==> src/rtl/buf_release_pkg.sv <==
package buf_release_pkg;

    localparam int ADDR_W    = 36;
    localparam int BLK_SHIFT = 7;
    localparam int BACK_W    = 4;
    localparam int POOL_W    = 3;

    typedef enum logic [1:0] {
        KIND_OUTB = 2'd0,
        KIND_INB  = 2'd1,
        KIND_INTL = 2'd2,
        KIND_EXTL = 2'd3
    } xfer_kind_e;

endpackage

==> src/rtl/buf_rel_decide.sv <==
module buf_rel_decide
    import buf_release_pkg::*;
(
    input  logic [1:0] kind,
    input  logic       ign_inv,
    input  logic       free_loc,
    input  logic       inv,
    output logic       release_o
);
    logic per_ptr;

    always_comb begin
        per_ptr   = ign_inv ? free_loc : (free_loc ^ inv);
        release_o = (xfer_kind_e'(kind) == KIND_OUTB) && per_ptr;
    end
endmodule

==> src/rtl/buf_rel_addr.sv <==
module buf_rel_addr #(
    parameter int AW     = 36,
    parameter int SHIFT  = 7,
    parameter int BW     = 4
) (
    input  logic [AW-1:0] addr,
    input  logic [BW-1:0] back,
    output logic [AW-1:0] start,
    output logic          underflow
);
    localparam int IDX_W = AW - SHIFT;

    logic [IDX_W:0] diff;

    always_comb begin
        diff      = {1'b0, addr[AW-1:SHIFT]} - {{(IDX_W+1-BW){1'b0}}, back};
        underflow = diff[IDX_W];
        start     = {diff[IDX_W-1:0], {SHIFT{1'b0}}};
    end
endmodule

==> src/rtl/buf_release_unit.sv <==
module buf_release_unit
    import buf_release_pkg::*;
#(
    parameter int AW    = ADDR_W,
    parameter int SHIFT = BLK_SHIFT,
    parameter int BW    = BACK_W,
    parameter int PW    = POOL_W
) (
    input  logic          clk,
    input  logic          rst_n,
    input  logic [1:0]    hdr_kind,
    input  logic          hdr_ign_inv,
    input  logic          hdr_free_loc,
    input  logic          ptr_valid,
    output logic          ptr_ready,
    input  logic          ptr_inv,
    input  logic [BW-1:0] ptr_back,
    input  logic [PW-1:0] ptr_pool,
    input  logic [AW-1:0] ptr_addr,
    output logic          rel_valid,
    input  logic          rel_ready,
    output logic [AW-1:0] rel_addr,
    output logic [PW-1:0] rel_pool,
    output logic          err_underflow
);
    typedef struct packed {
        logic          vld;
        logic [AW-1:0] addr;
        logic [PW-1:0] pool;
        logic          err;
    } out_state_t;

    out_state_t st_d, st_q;

    logic          do_release;
    logic [AW-1:0] start_addr;
    logic          uflow;
    logic          accept;

    buf_rel_decide u_decide (
        .kind      (hdr_kind),
        .ign_inv   (hdr_ign_inv),
        .free_loc  (hdr_free_loc),
        .inv       (ptr_inv),
        .release_o (do_release)
    );

    buf_rel_addr #(.AW(AW), .SHIFT(SHIFT), .BW(BW)) u_addr (
        .addr      (ptr_addr),
        .back      (ptr_back),
        .start     (start_addr),
        .underflow (uflow)
    );

    assign ptr_ready = !st_q.vld || rel_ready;
    assign accept    = ptr_valid && ptr_ready;

    always_comb begin
        st_d     = st_q;
        st_d.err = 1'b0;
        if (st_q.vld && rel_ready) begin
            st_d.vld = 1'b0;
        end
        if (accept && do_release) begin
            if (uflow) begin
                st_d.err = 1'b1;
            end else begin
                st_d.vld  = 1'b1;
                st_d.addr = start_addr;
                st_d.pool = ptr_pool;
            end
        end
    end

    always_ff @(posedge clk) begin
        if (!rst_n) begin
            st_q <= '0;
        end else begin
            st_q <= st_d;
        end
    end

    assign rel_valid     = st_q.vld;
    assign rel_addr      = st_q.addr;
    assign rel_pool      = st_q.pool;
    assign err_underflow = st_q.err;
endmodule

==> config.mk <==
export PLATFORM = sky130hd
export DESIGN_NAME = buf_release_unit
export DESIGN_NICKNAME = d
export VERILOG_FILES = /design/src/rtl/buf_release_pkg.sv /design/src/rtl/buf_rel_decide.sv /design/src/rtl/buf_rel_addr.sv /design/src/rtl/buf_release_unit.sv
export SDC_FILE = /design/constraint.sdc
export NUM_CORES = 1
export LEC_CHECK = 0
export BUFFER_PORTS_ARGS = -buffer_cell sky130_fd_sc_hd__buf_2
export CORE_ASPECT_RATIO = 1.4
export CORE_MARGIN = 10
export CORE_UTILIZATION = 49
export DETAILED_ROUTE_END_ITERATION = 10
export PLACE_DENSITY = 0.81
export SYNTH_ARGS = -nofsm -noshare
export SYNTH_HDL_FRONTEND = slang
export SYNTH_HIERARCHICAL = 1
export SYNTH_SLANG_ARGS = --single-unit
==> constraint.sdc <==
create_clock -name clk -period 3.05 [get_ports clk]
set_clock_uncertainty 0.2 [all_clocks]
set_input_delay 0.61 -clock clk [delete_from_list [all_inputs] [get_ports clk]]
set_output_delay 0.61 -clock clk [all_outputs]
set_load 0.03 [all_outputs]
# After elaboration in Yosys (flattened, before gate mapping)
# Index checks and enable logic that the tools add are counted.
# classes
mux	5
n_bitwise	2
n_addsub	1
n_reduce_logical	9
# ops
op	n
$mux W41	1
$mux W40	1
$sub A29 B4 Y30	1
$logic_and A1 B1 Y1	4
$reduce_and A2 Y1	2
$mux W1	3
$logic_not A2 Y1	1
$logic_not A1 Y1	1
$logic_or A1 B1 Y1	1
$not A1 Y1	1
$xor A1 B1 Y1	1
# totals
inputBits	52
regBits	34
elab_cells	21

# Depth between registers and ports, before layout
# Gate-level depths: netlist (run 1).
# depth
ltp_word	5
depth_mapped	11
ltp_nobuf	11

# By module
# Netlist (run 1), hierarchy kept.
# by_module_without_submodules
module	instances	area_per_inst_um2	cells_per_inst
buf_release_unit	1	1639.1	178
buf_rel_addr	1	691.9	96
buf_rel_decide	1	32.5	3

# Least setup slack after synthesis (run 1)
# No wires, ideal clock.
# synth_timing
kind	in2reg
from	in ptr_back[3]
to	reg st_q, in the netlist rel_valid
required_ns	2.735
arrival_time_ns	2.561
setup_slack_ns	0.174
cell_stages	9
n_path_buf	1
path_cell_list	inv_1 -> ha_1 -> or4_4 -> nor3_1 -> nand3_1 -> nor3_1 -> nor3_4 -> buf_6 -> o21a_1
# synth_between
elab_chain_cells	3
# synth_rtl
item	line	source
start: declaration	buf_release_unit.sv:17	input logic [BW-1:0] ptr_back,
$sub A29 B4 Y30	buf_rel_addr.sv:16	diff = {1'b0, addr[AW-1:SHIFT]} - {{(IDX_W+1-BW){1'b0}}, back};
net uflow	buf_release_unit.sv:37	logic uflow;
$mux W40	buf_release_unit.sv:65	if (uflow) begin
$mux W41	buf_release_unit.sv:64	if (accept && do_release) begin
end signal: assignment	buf_release_unit.sv:79	st_q <= st_d;
end: declaration	buf_release_unit.sv:33	out_state_t st_d, st_q;
# The timed path passes the listed nets, and every way through them passes these cells.
# A chain may end at the register's enable or synchronous reset.

# Final worst setup path (run 1)
# layout_timing
from	in ptr_addr[7]
to	reg st_q, in the netlist rel_addr[21]
# layout_rtl
item	line	source
start: declaration	buf_release_unit.sv:19	input logic [AW-1:0] ptr_addr,
$sub A29 B4 Y30	buf_rel_addr.sv:16	
net start_addr[21]	buf_release_unit.sv:36	logic [AW-1:0] start_addr;
# The timed path passes the listed nets, and every way through them passes these cells.

==> tab_implementation.tex, run 1 <==
\begin{tabular}{lr}
\hline
Metric & Value \\
\hline
\multicolumn{2}{l}{\textbf{Clock tree}} \\
\quad Resize count post-CTS & 0 \\
\quad Hold buffers post-CTS & 0 \\
\quad Root buffer selected by CTS & clkbuf\_8 \\
\quad Number of buffers on the longest clock path & 2 \\
\quad Post-CTS clock slew at the launch and capture registers of the worst setup and hold paths & around 80 ps \\
\quad Number of post-CTS setup repair buffers & 0 \\
\quad CTS H-Tree Depth & 2 \\
\quad Total CTS buffers & 5 \\
\quad Number of sinks on the clock net & slightly above 40 \\
\quad Clock tree from TritonCTS & yes \\
\quad Clk Latency, worst-skew pair & 290 ps \\
\multicolumn{2}{l}{\textbf{Layout}} \\
\quad Nets & about 420 \\
\quad End-of-flow core utilization & 64.5\% \\
\quad Growth of design area from synthesis to finish & 25.7\% \\
\quad Share of final-layout standard cells stronger than drive strength 1 & a little under a third \\
\quad Final instance area & $\sim$0.003 mm² \\
\quad \# diodes & 0 \\
\multicolumn{2}{l}{\textbf{Timing}} \\
\quad Max frequency & about 360 MHz \\
\quad Setup-violating endpoint count in the final report & 0 \\
\quad Post-route clock period utilization & between 90 and 100\% \\
\quad Relative slew slack & a little under three fifths \\
\quad Number of pins with negative max-slew slack in the final report & 0 \\
\quad Sum of negative setup slack & 0 ps \\
\quad Shortest clock period the worst path allows after layout & $\sim$2800 ps \\
\quad Hold slack final & roughly 250 ps \\
\quad Final Hold Violating Endpoints & 0 \\
\quad Actual slew at the worst max-slew pin & between 600 and 700 ps \\
\quad Setup repair after global routing missed its margin & false \\
\multicolumn{2}{l}{\textbf{Floorplan}} \\
\quad I/O pin cnt & 94 \\
\quad Die Y-Extent & a little over 100 µm \\
\quad Number of placement rows & 29 \\
\quad Initial standard-cell utilization of the core & between 50\% and 60\% \\
\quad Core ar. & about 0.0046 mm² \\
\quad Total die area & a little over 0.008 mm² \\
\quad Die Span X & $\sim$80 µm \\
\multicolumn{2}{l}{\textbf{Placed design}} \\
\quad Placed wire-length estimate after detailed placement & roughly 4500 µm \\
\quad Input/output buffers & between 80 and 90 \\
\quad Placed Instance Area & around 0.0029 mm² \\
\quad Final weighted congestion in routability-driven placement & between 0.8 and 0.9 \\
\multicolumn{2}{l}{\textbf{Global route}} \\
\quad Largest net degree at the start of global routing & 44 \\
\quad Initial antenna violation count & 1 \\
\quad Number of global-route vias before repair & 2,107 \\
\quad Overall routing resource usage & 14.5\% \\
\quad Total gr overflow & 0 \\
\quad Wire length of the first global-routing pass & roughly 9600 µm \\
\multicolumn{2}{l}{\textbf{Synthesis}} \\
\quad Mean cell area of the mapped netlist & 8.53 µm² \\
\quad \#FFs+latches synth & about 40 \\
\quad Post-synthesis cell count & $\sim$280 \\
\quad Part of the Yosys area used for sequential elements & a little over a third \\
\quad Post-synth design cell area & approximately 0.0024 mm² \\
\quad Yosys warning total & 6 \\
\quad Synth cell types & 33 \\
\multicolumn{2}{l}{\textbf{Routing}} \\
\quad DRC Markers & 0 \\
\quad Router iterations before antenna repair & 4 \\
\quad Number of vias per cell after detailed routing & between 4 and 5 \\
\quad Total wire length after detailed routing & 5700 µm \\
\quad First DRT Iteration DRCs & 102 \\
\quad Vias after detailed routing & slightly above 2,000 \\
\quad Antenna viol nets, final & 0 \\
\quad Average wire length per cell after detail routing & approximately 13 µm \\
\multicolumn{2}{l}{\textbf{Worst setup path}} \\
\quad Crit path max fanout & 4 \\
\quad Critical path data required time & about 3100 ps \\
\quad CP arrival & 2810 ps \\
\quad Crit. End Element & flip-flop \\
\quad Crit path kind & primary input to flip-flop \\
\quad Critical path launch point type & primary input \\
\multicolumn{2}{l}{\textbf{Power and ir drop}} \\
\quad Pleak & about 1.3 nW \\
\quad Power, Total & roughly 0.0012 W \\
\quad Maximum VDD drop & 0.259 mV \\
\quad Pwr dens & around 400 mW/mm² \\
\multicolumn{2}{l}{\textbf{Run}} \\
\quad Max-capacitance violation count & 0 \\
\multicolumn{2}{l}{\textbf{Run status}} \\
\quad Result of the run & completed \\
\multicolumn{2}{l}{\textbf{Worst hold path}} \\
\quad Worst min-delay path class & flip-flop to flip-flop \\
\hline
\end{tabular}
==> flip-flops by register name, indices dropped and copies added (netlist names) <==
name	count
err_underflow	1
rel_addr	36
rel_pool	3
rel_valid	1
==> cells in the mapped netlist, drive strengths merged <==
cell type | number | area, µm²
nand2 | 86 | 325
dfxtp | 41 | 821
mux2i | 39 | 390
xor2 | 16 | 140
nor3 | 14 | 86.3
buf | 13 | 108
xnor2 | 10 | 87.6
nor2 | 9 | 33.8
clkbuf | 7 | 26.3
inv | 7 | 26.3
nor4 | 5 | 43.8
or4 | 5 | 41.3
ha | 4 | 50.1
nand3 | 3 | 15.0
nor2b | 3 | 33.8
o21a | 3 | 22.5
or3 | 3 | 20.0
a21o | 2 | 15.0
o21ai | 2 | 10.0
a2111oi | 1 | 27.5
and2 | 1 | 6.26
conb | 1 | 3.75
fa | 1 | 20.0
nor4bb | 1 | 10.0
==> power breakdown <==
part	leakage [nW]	total (W)	internal (W)	switching, W
logic	0.960	0.000215	0.0000894	0.000125
registers	0.332	0.000555	0.000549	0.00000641
clock network	0.0540	0.000421	0.000238	0.000183
total	1.35	0.00119	0.000876	0.000315
==> cells by family after synthesis <==
group                      after synthesis  synth area share (%)
and+or+nand+nor                        130                  26.0
DFF                                     41                  34.7
muxes                                   39                  16.5
buffers and inverters                   27                  6.78
xor gates and xnor gates                26                  9.63
AOI/OAI and AO/OA                        8                  3.18
adders and majority gates                5                  2.96
other                                    1                 0.159
==> stage by stage <==
step	setup slack, ps	instances
finish	260	429
global route	24.7	429
CTS	201	429
detailed placement	-106	422
global placement	-49.9	422
floorplan	174	283
==> cell type report <==
type | count | area [µm²]
Clock inverter | 2 | 35.0
Timing Repair Buffer | 97 | 538
Sequential cell | 41 | 821
Fill cell | 416 | 1640
Multi-Input combinational cell | 215 | 1410
Tap cell | 62 | 77.6
Clock buffer | 5 | 68.8
Inverter | 7 | 26.3
==> worst max-delay path: stages <==
cell and delay, ps:
buf_2 90, inv_1 40, ha_1 160, inv_1 60
fa_1 380, a21o_1 240, a2111oi_4 440, nand2_2 100
or3_1 340, xnor2_1 140, nand2_1 60, mux2i_1 140
==> per-layer routing <==
layer | vias to the layer above | track usage [%] | wire length [µm]
met5 | - | 0 | 0
met4 | 0 | 6.50 | 125
met3 | 11 | 5.45 | 481
met2 | 64 | 24.8 | 2770
met1 | 899 | 15.5 | 2320
li1 | 1077 | - | -
==> final timing paths <==
check / startpoint / end / slack, ps / depth (start not counted)
worst min-delay path: rel_addr[2]$_SDFFE_PN0P_ / rel_addr[2]$_SDFFE_PN0P_ / 250 / 2
worst min register to register: rel_addr[2]$_SDFFE_PN0P_ / rel_addr[2]$_SDFFE_PN0P_ / 250 / 2
worst max register to register: rel_valid$_SDFF_PN0_ / rel_addr[22]$_SDFFE_PN0P_ / 1580 / 4
worst max-delay path: ptr_addr[7] / rel_addr[21]$_SDFFE_PN0P_ / 260 / 12
==> placed cells by master (no fill, tap or decap), drive strengths merged, types with 5 or more instances in the layout <==
master,instances
buf,97
nor2,9
conb,7
or4,5
xnor2,10
inv,7
dfxtp,41
nor4,5
mux2i,39
nor3,14
xor2,16
nand2,86
clkbuf,5
Power figures use the tool's default switching activity.
==> run 2, diff against run 1 <==
CORE_UTILIZATION = 50   (was 49)
CTS_BUF_LIST = sky130_fd_sc_hd__clkbuf_4   (was unset)
PLACE_DENSITY = 0.82   (was 0.81)
==> tab_implementation.tex, run 2 (same netlist as run 1, synthesis figures left out) <==
\begin{tabular}{lr}
\hline
Metric & Value \\
\hline
\multicolumn{2}{l}{\textbf{Run status}} \\
\quad Result of the run & completed \\
\multicolumn{2}{l}{\textbf{Global route}} \\
\quad Initial antenna violation count & 0 (-1) \\
\quad Total gr overflow & 0 (unchanged) \\
\quad Largest net degree at the start of global routing & 81 (+84\%) \\
\quad Wire length of the first global-routing pass & 9320 µm (-2.6\%) \\
\quad Overall routing resource usage & 14.2\% (-0.29 points) \\
\quad Number of global-route vias before repair & 2,119 (+0.57\%) \\
\multicolumn{2}{l}{\textbf{Placed design}} \\
\quad Minimum setup slack after placement & -140 ps (-33.9 ps) \\
\quad Input/output buffers & 86 (unchanged) \\
\quad Placed wire-length estimate after detailed placement & 4550 µm (+2.2\%) \\
\quad Number of placed cells counting well taps & 423 (+0.24\%) \\
\quad Final weighted congestion in routability-driven placement & 0.818 (-0.73\%) \\
\multicolumn{2}{l}{\textbf{Layout}} \\
\quad Most used cells in the layout excluding fill and tap cells & buf\_2, nand2\_1, dfxtp\_1, mux2i\_1, xor2\_1 \\
\quad Most frequent standard cell in the layout excluding fill and tap cells & buf\_2 \\
\quad Nets & 425 (+0.24\%) \\
\quad Number of standard cells in the layout, taps in and fillers out & 431 (+0.47\%) \\
\quad Growth of design area from synthesis to finish & 25.5\% \\
\quad Max FFs per register & 36 (unchanged) \\
\quad \# diodes & 0 (unchanged) \\
\quad Share of final-layout standard cells stronger than drive strength 1 & 31.2\% (+0.10 points) \\
\multicolumn{2}{l}{\textbf{Timing}} \\
\quad Shortest clock period the worst path allows after layout & 2800 ps (+14.9 ps) \\
\quad Number of pins with negative max-slew slack in the final report & 0 (unchanged) \\
\quad Sum of negative setup slack & 0 ps (unchanged) \\
\quad Post-route clock period utilization & 92.0\% (+0.49 points) \\
\quad Setup-violating endpoint count in the final report & 0 (unchanged) \\
\quad Max frequency & 357 MHz (-0.53\%) \\
\quad Final Hold Violating Endpoints & 0 (unchanged) \\
\quad Least setup slack across all paths after layout & 245 ps (-14.9 ps) \\
\quad Setup repair after global routing missed its margin & false \\
\multicolumn{2}{l}{\textbf{Floorplan}} \\
\quad Total die area & 0.00792 mm² (-1.6\%) \\
\quad Die Span X & 78.1 µm (-0.75\%) \\
\quad I/O pin cnt & 94 (unchanged) \\
\quad Die Y-Extent & 101 µm (-0.81\%) \\
\quad Number of placement rows & 29 (unchanged) \\
\quad Initial standard-cell utilization of the core & 51.7\% (+0.41 points) \\
\quad Core ar. & 0.00457 mm² (-0.79\%) \\
\multicolumn{2}{l}{\textbf{Worst setup path}} \\
\quad Crit path max fanout & 4 (unchanged) \\
\quad Crit. End Element & flip-flop \\
\quad Critical path launch point type & primary input \\
\quad Depth of the worst register-to-register path & 4 (unchanged) \\
\quad Cell at the slowest stage of the critical path & a2111oi\_4 \\
\quad Internal reg-to-reg setup slack & 1550 ps (-30 ps) \\
\quad Crit path kind & primary input to flip-flop \\
\quad Cells along the critical path & buf\_2, inv\_1, ha\_1, inv\_1, fa\_1, a21o\_1, a2111oi\_4, nand2\_1, nor3\_1, xor2\_1, nand2\_1, mux2i\_1 \\
\quad Critical path data required time & 3140 ps (+70 ps) \\
\quad Launch point of the worst reg-to-reg path & rel\_valid\$\_SDFF\_PN0\_ \\
\quad Worst stage delay on the critical path & 510 ps (+70 ps) \\
\quad CP arrival & 2900 ps (+90 ps) \\
\quad Crit Reg-Reg Endpoint & rel\_pool[1]\$\_SDFFE\_PN0P\_ \\
\multicolumn{2}{l}{\textbf{Clock tree}} \\
\quad Resize count post-CTS & 0 (unchanged) \\
\quad Number of sinks on the clock net & 41 (unchanged) \\
\quad Root buffer selected by CTS & clkbuf\_4 \\
\quad Clk Latency, worst-skew pair & 350 ps (+60 ps) \\
\quad CTS H-Tree Depth & 2 (unchanged) \\
\quad Number of post-CTS setup repair buffers & 0 (unchanged) \\
\quad Hold buffers post-CTS & 0 (unchanged) \\
\quad Number of buffers on the longest clock path & 2 (unchanged) \\
\quad Post-CTS clock slew at the launch and capture registers of the worst setup and hold paths & 130 ps (+50 ps) \\
\quad Clock tree from TritonCTS & yes \\
\quad Total CTS buffers & 5 (unchanged) \\
\multicolumn{2}{l}{\textbf{Routing}} \\
\quad Router iterations before antenna repair & 4 (unchanged) \\
\quad Antenna viol nets, final & 0 (unchanged) \\
\quad DRC Markers & 0 (unchanged) \\
\quad First DRT Iteration DRCs & 79 (-23\%) \\
\quad Total wire length after detailed routing & 5690 µm (-0.16\%) \\
\quad Average wire length per cell after detail routing & 13.2 µm (-0.62\%) \\
\quad Number of vias per cell after detailed routing & 4.91 (+2.7\%) \\
\quad Vias after detailed routing & 2,117 (+3.2\%) \\
\multicolumn{2}{l}{\textbf{Worst hold path}} \\
\quad Hold path cells & 2 (unchanged) \\
\quad Worst min-delay path class & flip-flop to flip-flop \\
\quad Endpoint, Worst Hold & rel\_addr[25]\$\_SDFFE\_PN0P\_ \\
\quad Startpoint of the worst hold path & rel\_addr[25]\$\_SDFFE\_PN0P\_ \\
\multicolumn{2}{l}{\textbf{Power and ir drop}} \\
\quad Pwr dens & 379 mW/mm² (-5.5\%) \\
\quad Power, Total & 0.00112 W (-5.6\%) \\
\quad Pleak & 1.34 nW (-0.60\%) \\
\quad Maximum VDD drop & 0.226 mV (-13\%) \\
\multicolumn{2}{l}{\textbf{Run}} \\
\quad Max-capacitance violation count & 0 (unchanged) \\
\hline
\end{tabular}
## run 2: changes by cell type in the layout (fill, tap and decap cells not counted), sizes merged
cell	change
buf	+1
clkinvlp	+1
## run 2: layout make-up
type	count	area [µm²]
fill	420	1610
multi-input combinational	215	1410
sequential	41	821
timing repair buffer	98	558
tap	62	77.6
clock inverter	3	41.3
clock buffer	5	37.5
inverter	7	26.3
## run 2: routing by layer
layer  GRT usage, %  share of wire [%]  vias to the layer above
met2           25.1                 50                       64
met5              0                  0                        -
met4           7.19                3.1                        0
met3           5.67                8.2                       14
li1               -                  -                     1076
met1           14.1                 39                      963
## run 2: report_power, final
group          switching (W)  internal [W]
Sequential        0.00000604      0.000549
Clock               0.000181      0.000170
Combinational       0.000126     0.0000912
Total               0.000314      0.000810
## run 2: worst max-delay path, delay by kind of cell
kind,cells,cell delay [ps]
AO/OA/AOI/OAI,2,740
multiplexers,1,120
XOR/XNOR,1,200
adder cells (fa/ha/maj),2,540
buffers and inverters,3,190
AND/OR/NAND/NOR,3,490
## run 2: worst max-delay path by stage
stage | cells after the start | startpoint | slack (ps) | end
4_1_cts | 12 | ptr_addr[7] | 240 | rel_addr[31]$_SDFFE_PN0P_
3_5_place_dp | 12 | ptr_addr[7] | -140 | rel_addr[31]$_SDFFE_PN0P_
6_report | 12 | ptr_addr[7] | 250 | rel_addr[31]$_SDFFE_PN0P_
2_1_floorplan | 9 | ptr_back[3] | 170 | rel_valid$_SDFF_PN0_
5_1_grt | 12 | ptr_addr[7] | 40 | rel_addr[31]$_SDFFE_PN0P_
3_3_place_gp | 12 | ptr_addr[7] | -50 | rel_addr[31]$_SDFFE_PN0P_
## run 2: per-stage QoR
stage | utilization (%) | cell area (µm²) | hold WS (ps)
2_1_floorplan | - | 2390 | 379
3_3_place_gp | 63.2 | 2890 | 239
3_5_place_dp | 63.2 | 2890 | 246
4_1_cts | 64.9 | 2970 | 262
5_1_grt | 64.9 | 2970 | 270
6_report | 64.9 | 2970 | 261
==> run 3, diff against run 2 <==
CORE_ASPECT_RATIO = 0.6   (was 1.4)
==> tab_implementation.tex, run 3 (same netlist as run 1, synthesis figures left out) <==
\begin{tabular}{lr}
\hline
Metric & Value \\
\hline
\multicolumn{2}{l}{\textbf{Worst hold path}} \\
\quad Startpoint of the worst hold path & rel\_addr[8]\$\_SDFFE\_PN0P\_ \\
\quad Hold path cells & 2 (unchanged) \\
\quad Worst min-delay path class & flip-flop to flip-flop \\
\quad Endpoint, Worst Hold & rel\_addr[8]\$\_SDFFE\_PN0P\_ \\
\multicolumn{2}{l}{\textbf{Global route}} \\
\quad Largest net degree at the start of global routing & 81 (unchanged) \\
\quad Number of global-route vias before repair & 2,124 (+0.24\%) \\
\quad Initial antenna violation count & 0 (unchanged) \\
\quad Overall routing resource usage & 15.2\% (+0.97 points) \\
\quad Total gr overflow & 0 (unchanged) \\
\quad Wire length of the first global-routing pass & 9920 µm (+6.4\%) \\
\multicolumn{2}{l}{\textbf{Clock tree}} \\
\quad Root buffer selected by CTS & clkbuf\_4 \\
\quad Number of sinks on the clock net & 41 (unchanged) \\
\quad Total CTS buffers & 5 (unchanged) \\
\quad Resize count post-CTS & 0 (unchanged) \\
\quad Number of post-CTS setup repair buffers & 0 (unchanged) \\
\quad Hold buffers post-CTS & 0 (unchanged) \\
\quad Clock tree from TritonCTS & yes \\
\quad Clk Latency, worst-skew pair & 350 ps (about the same) \\
\quad CTS H-Tree Depth & 2 (unchanged) \\
\quad Post-CTS clock slew at the launch and capture registers of the worst setup and hold paths & 130 ps (about the same) \\
\quad Number of buffers on the longest clock path & 2 (unchanged) \\
\multicolumn{2}{l}{\textbf{Power and ir drop}} \\
\quad Pwr dens & 351 mW/mm² (-7.2\%) \\
\quad Pleak & 1.34 nW (+0.37\%) \\
\quad Power, Total & 0.00104 W (-7.2\%) \\
\quad Maximum VDD drop & 0.232 mV (+2.7\%) \\
\multicolumn{2}{l}{\textbf{Floorplan}} \\
\quad Total die area & 0.00797 mm² (+0.65\%) \\
\quad Initial standard-cell utilization of the core & 51.8\% (+0.085 points) \\
\quad Die Span X & 109 µm (+39\%) \\
\quad I/O pin cnt & 94 (unchanged) \\
\quad Core ar. & 0.00456 mm² (-0.16\%) \\
\quad Number of placement rows & 19 (-34\%) \\
\quad Die Y-Extent & 73.3 µm (-28\%) \\
\multicolumn{2}{l}{\textbf{Layout}} \\
\quad Growth of design area from synthesis to finish & 25.5\% (unchanged) \\
\quad Multi-input combinational cell area & 0.00141 mm² (unchanged) \\
\quad Most used cells in the layout excluding fill and tap cells & buf\_2, nand2\_1, dfxtp\_1, mux2i\_1, xor2\_1 \\
\quad Nets & 428 (+0.71\%) \\
\quad Share of final-layout standard cells stronger than drive strength 1 & 32.0\% (+0.82 points) \\
\quad Most frequent standard cell in the layout excluding fill and tap cells & buf\_2 \\
\quad Filler Cells Inserted & 437 (+4.0\%) \\
\quad Max FFs per register & 36 (unchanged) \\
\quad Register cell area after layout & 821 µm² (unchanged) \\
\quad \# diodes & 0 (unchanged) \\
\multicolumn{2}{l}{\textbf{Timing}} \\
\quad Shortest clock period the worst path allows after layout & 2810 ps (+1.09 ps) \\
\quad Setup repair after global routing missed its margin & false \\
\quad Number of pins with negative max-slew slack in the final report & 0 (unchanged) \\
\quad Max frequency & 356 MHz (about the same) \\
\quad Relative slew slack & around half \\
\quad Actual slew at the worst max-slew pin & roughly 740 ps \\
\quad Post-route clock period utilization & 92.0\% (about the same) \\
\quad Sum of negative setup slack & 0 ps (unchanged) \\
\quad Final Hold Violating Endpoints & 0 (unchanged) \\
\quad Setup-violating endpoint count in the final report & 0 (unchanged) \\
\multicolumn{2}{l}{\textbf{Placed design}} \\
\quad Final weighted congestion in routability-driven placement & 0.795 (-2.7\%) \\
\quad Input/output buffers & 86 (unchanged) \\
\quad Placed wire-length estimate after detailed placement & 4660 µm (+2.4\%) \\
\multicolumn{2}{l}{\textbf{Worst setup path}} \\
\quad Cells along the critical path & buf\_2, inv\_1, ha\_1, inv\_1, fa\_1, a21o\_1, a2111oi\_4, nand2\_2, or3\_1, xnor2\_1, nand2\_1, mux2i\_1 \\
\quad Cell at the slowest stage of the critical path & a2111oi\_4 \\
\quad Crit path kind & primary input to flip-flop \\
\quad CP arrival & 2890 ps (about the same) \\
\quad Crit. End Element & flip-flop \\
\quad Crit-path most repeated cell & inv\_1 \\
\quad Critical path data required time & 3130 ps (about the same) \\
\quad Worst stage delay on the critical path & 480 ps (-30 ps) \\
\quad Critical path launch point type & primary input \\
\quad Internal reg-to-reg setup slack & 1530 ps (-20 ps) \\
\quad Crit path max fanout & 4 (unchanged) \\
\quad Launch point of the worst reg-to-reg path & rel\_valid\$\_SDFF\_PN0\_ \\
\quad Depth of the worst register-to-register path & 4 (unchanged) \\
\quad Crit Reg-Reg Endpoint & rel\_pool[1]\$\_SDFFE\_PN0P\_ \\
\multicolumn{2}{l}{\textbf{Routing}} \\
\quad Total wire length after detailed routing & 5870 µm (+3.1\%) \\
\quad Number of vias per cell after detailed routing & 4.76 (-3.1\%) \\
\quad Vias after detailed routing & 2,071 (-2.2\%) \\
\quad DRC Markers & 0 (unchanged) \\
\quad Antenna viol nets, final & 0 (unchanged) \\
\quad Router iterations before antenna repair & 4 (unchanged) \\
\quad Average wire length per cell after detail routing & 13.5 µm (+2.2\%) \\
\quad First DRT Iteration DRCs & 68 (-14\%) \\
\multicolumn{2}{l}{\textbf{Run}} \\
\quad Max-capacitance violation count & 0 (unchanged) \\
\multicolumn{2}{l}{\textbf{Run status}} \\
\quad Result of the run & completed \\
\hline
\end{tabular}
## run 3: layout make-up
class,instances,share of cell area (%)
clock buffers,5,1.27
multi-input cells,215,47.4
clock inverters,3,0.590
well taps,63,2.66
repair buffers,101,19.6
inverters,7,0.886
flip-flops and latches,41,27.7
## run 3: worst max-delay path by stage
stage                 from                   endpoint  slack, ps
6_report       ptr_addr[7]  rel_addr[21]$_SDFFE_PN0P_        240
5_1_grt        ptr_addr[7]  rel_addr[33]$_SDFFE_PN0P_         20
4_1_cts        ptr_addr[7]  rel_addr[21]$_SDFFE_PN0P_        240
3_5_place_dp   ptr_addr[7]  rel_addr[21]$_SDFFE_PN0P_       -120
3_3_place_gp   ptr_addr[7]  rel_addr[31]$_SDFFE_PN0P_        -90
2_1_floorplan  ptr_back[3]       rel_valid$_SDFF_PN0_        170
## run 3: critical path, delay by kind of cell
family	cells	cell delay [ps]
AOI/OAI and AO/OA	2	710
xor gates and xnor gates	1	140
adders and majority gates	2	590
buffers and inverters	3	190
muxes	1	140
and+or+nand+nor	3	480
## run 3: power by group
group	internal, W	leakage (nW)	switching [W]
Sequential	0.000549	0.332	0.00000648
Combinational	0.0000904	0.980	0.000128
Clock	0.0000871	0.0310	0.000181
## run 3: per-layer routing
metal	global-route usage, %	up-vias	part of all wire, %
met4	3.06	0	0.60
met3	8.30	5	12
met2	23.4	69	42
li1	-	1090	-
met5	0	-	0
met1	18.3	907	45
## run 3: stage by stage
stage          cells  setup WS, ps  util (%)  hold slack [ps]  instance area [µm²]
6_report         435           244      65.0              261                 2970
3_3_place_gp     427         -89.0      63.8              239                 2910
2_1_floorplan    283           174         -              379                 2390
3_5_place_dp     427          -124      63.8              247                 2910
5_1_grt          435          19.8      65.0              278                 2970
4_1_cts          435           245      65.0              265                 2970
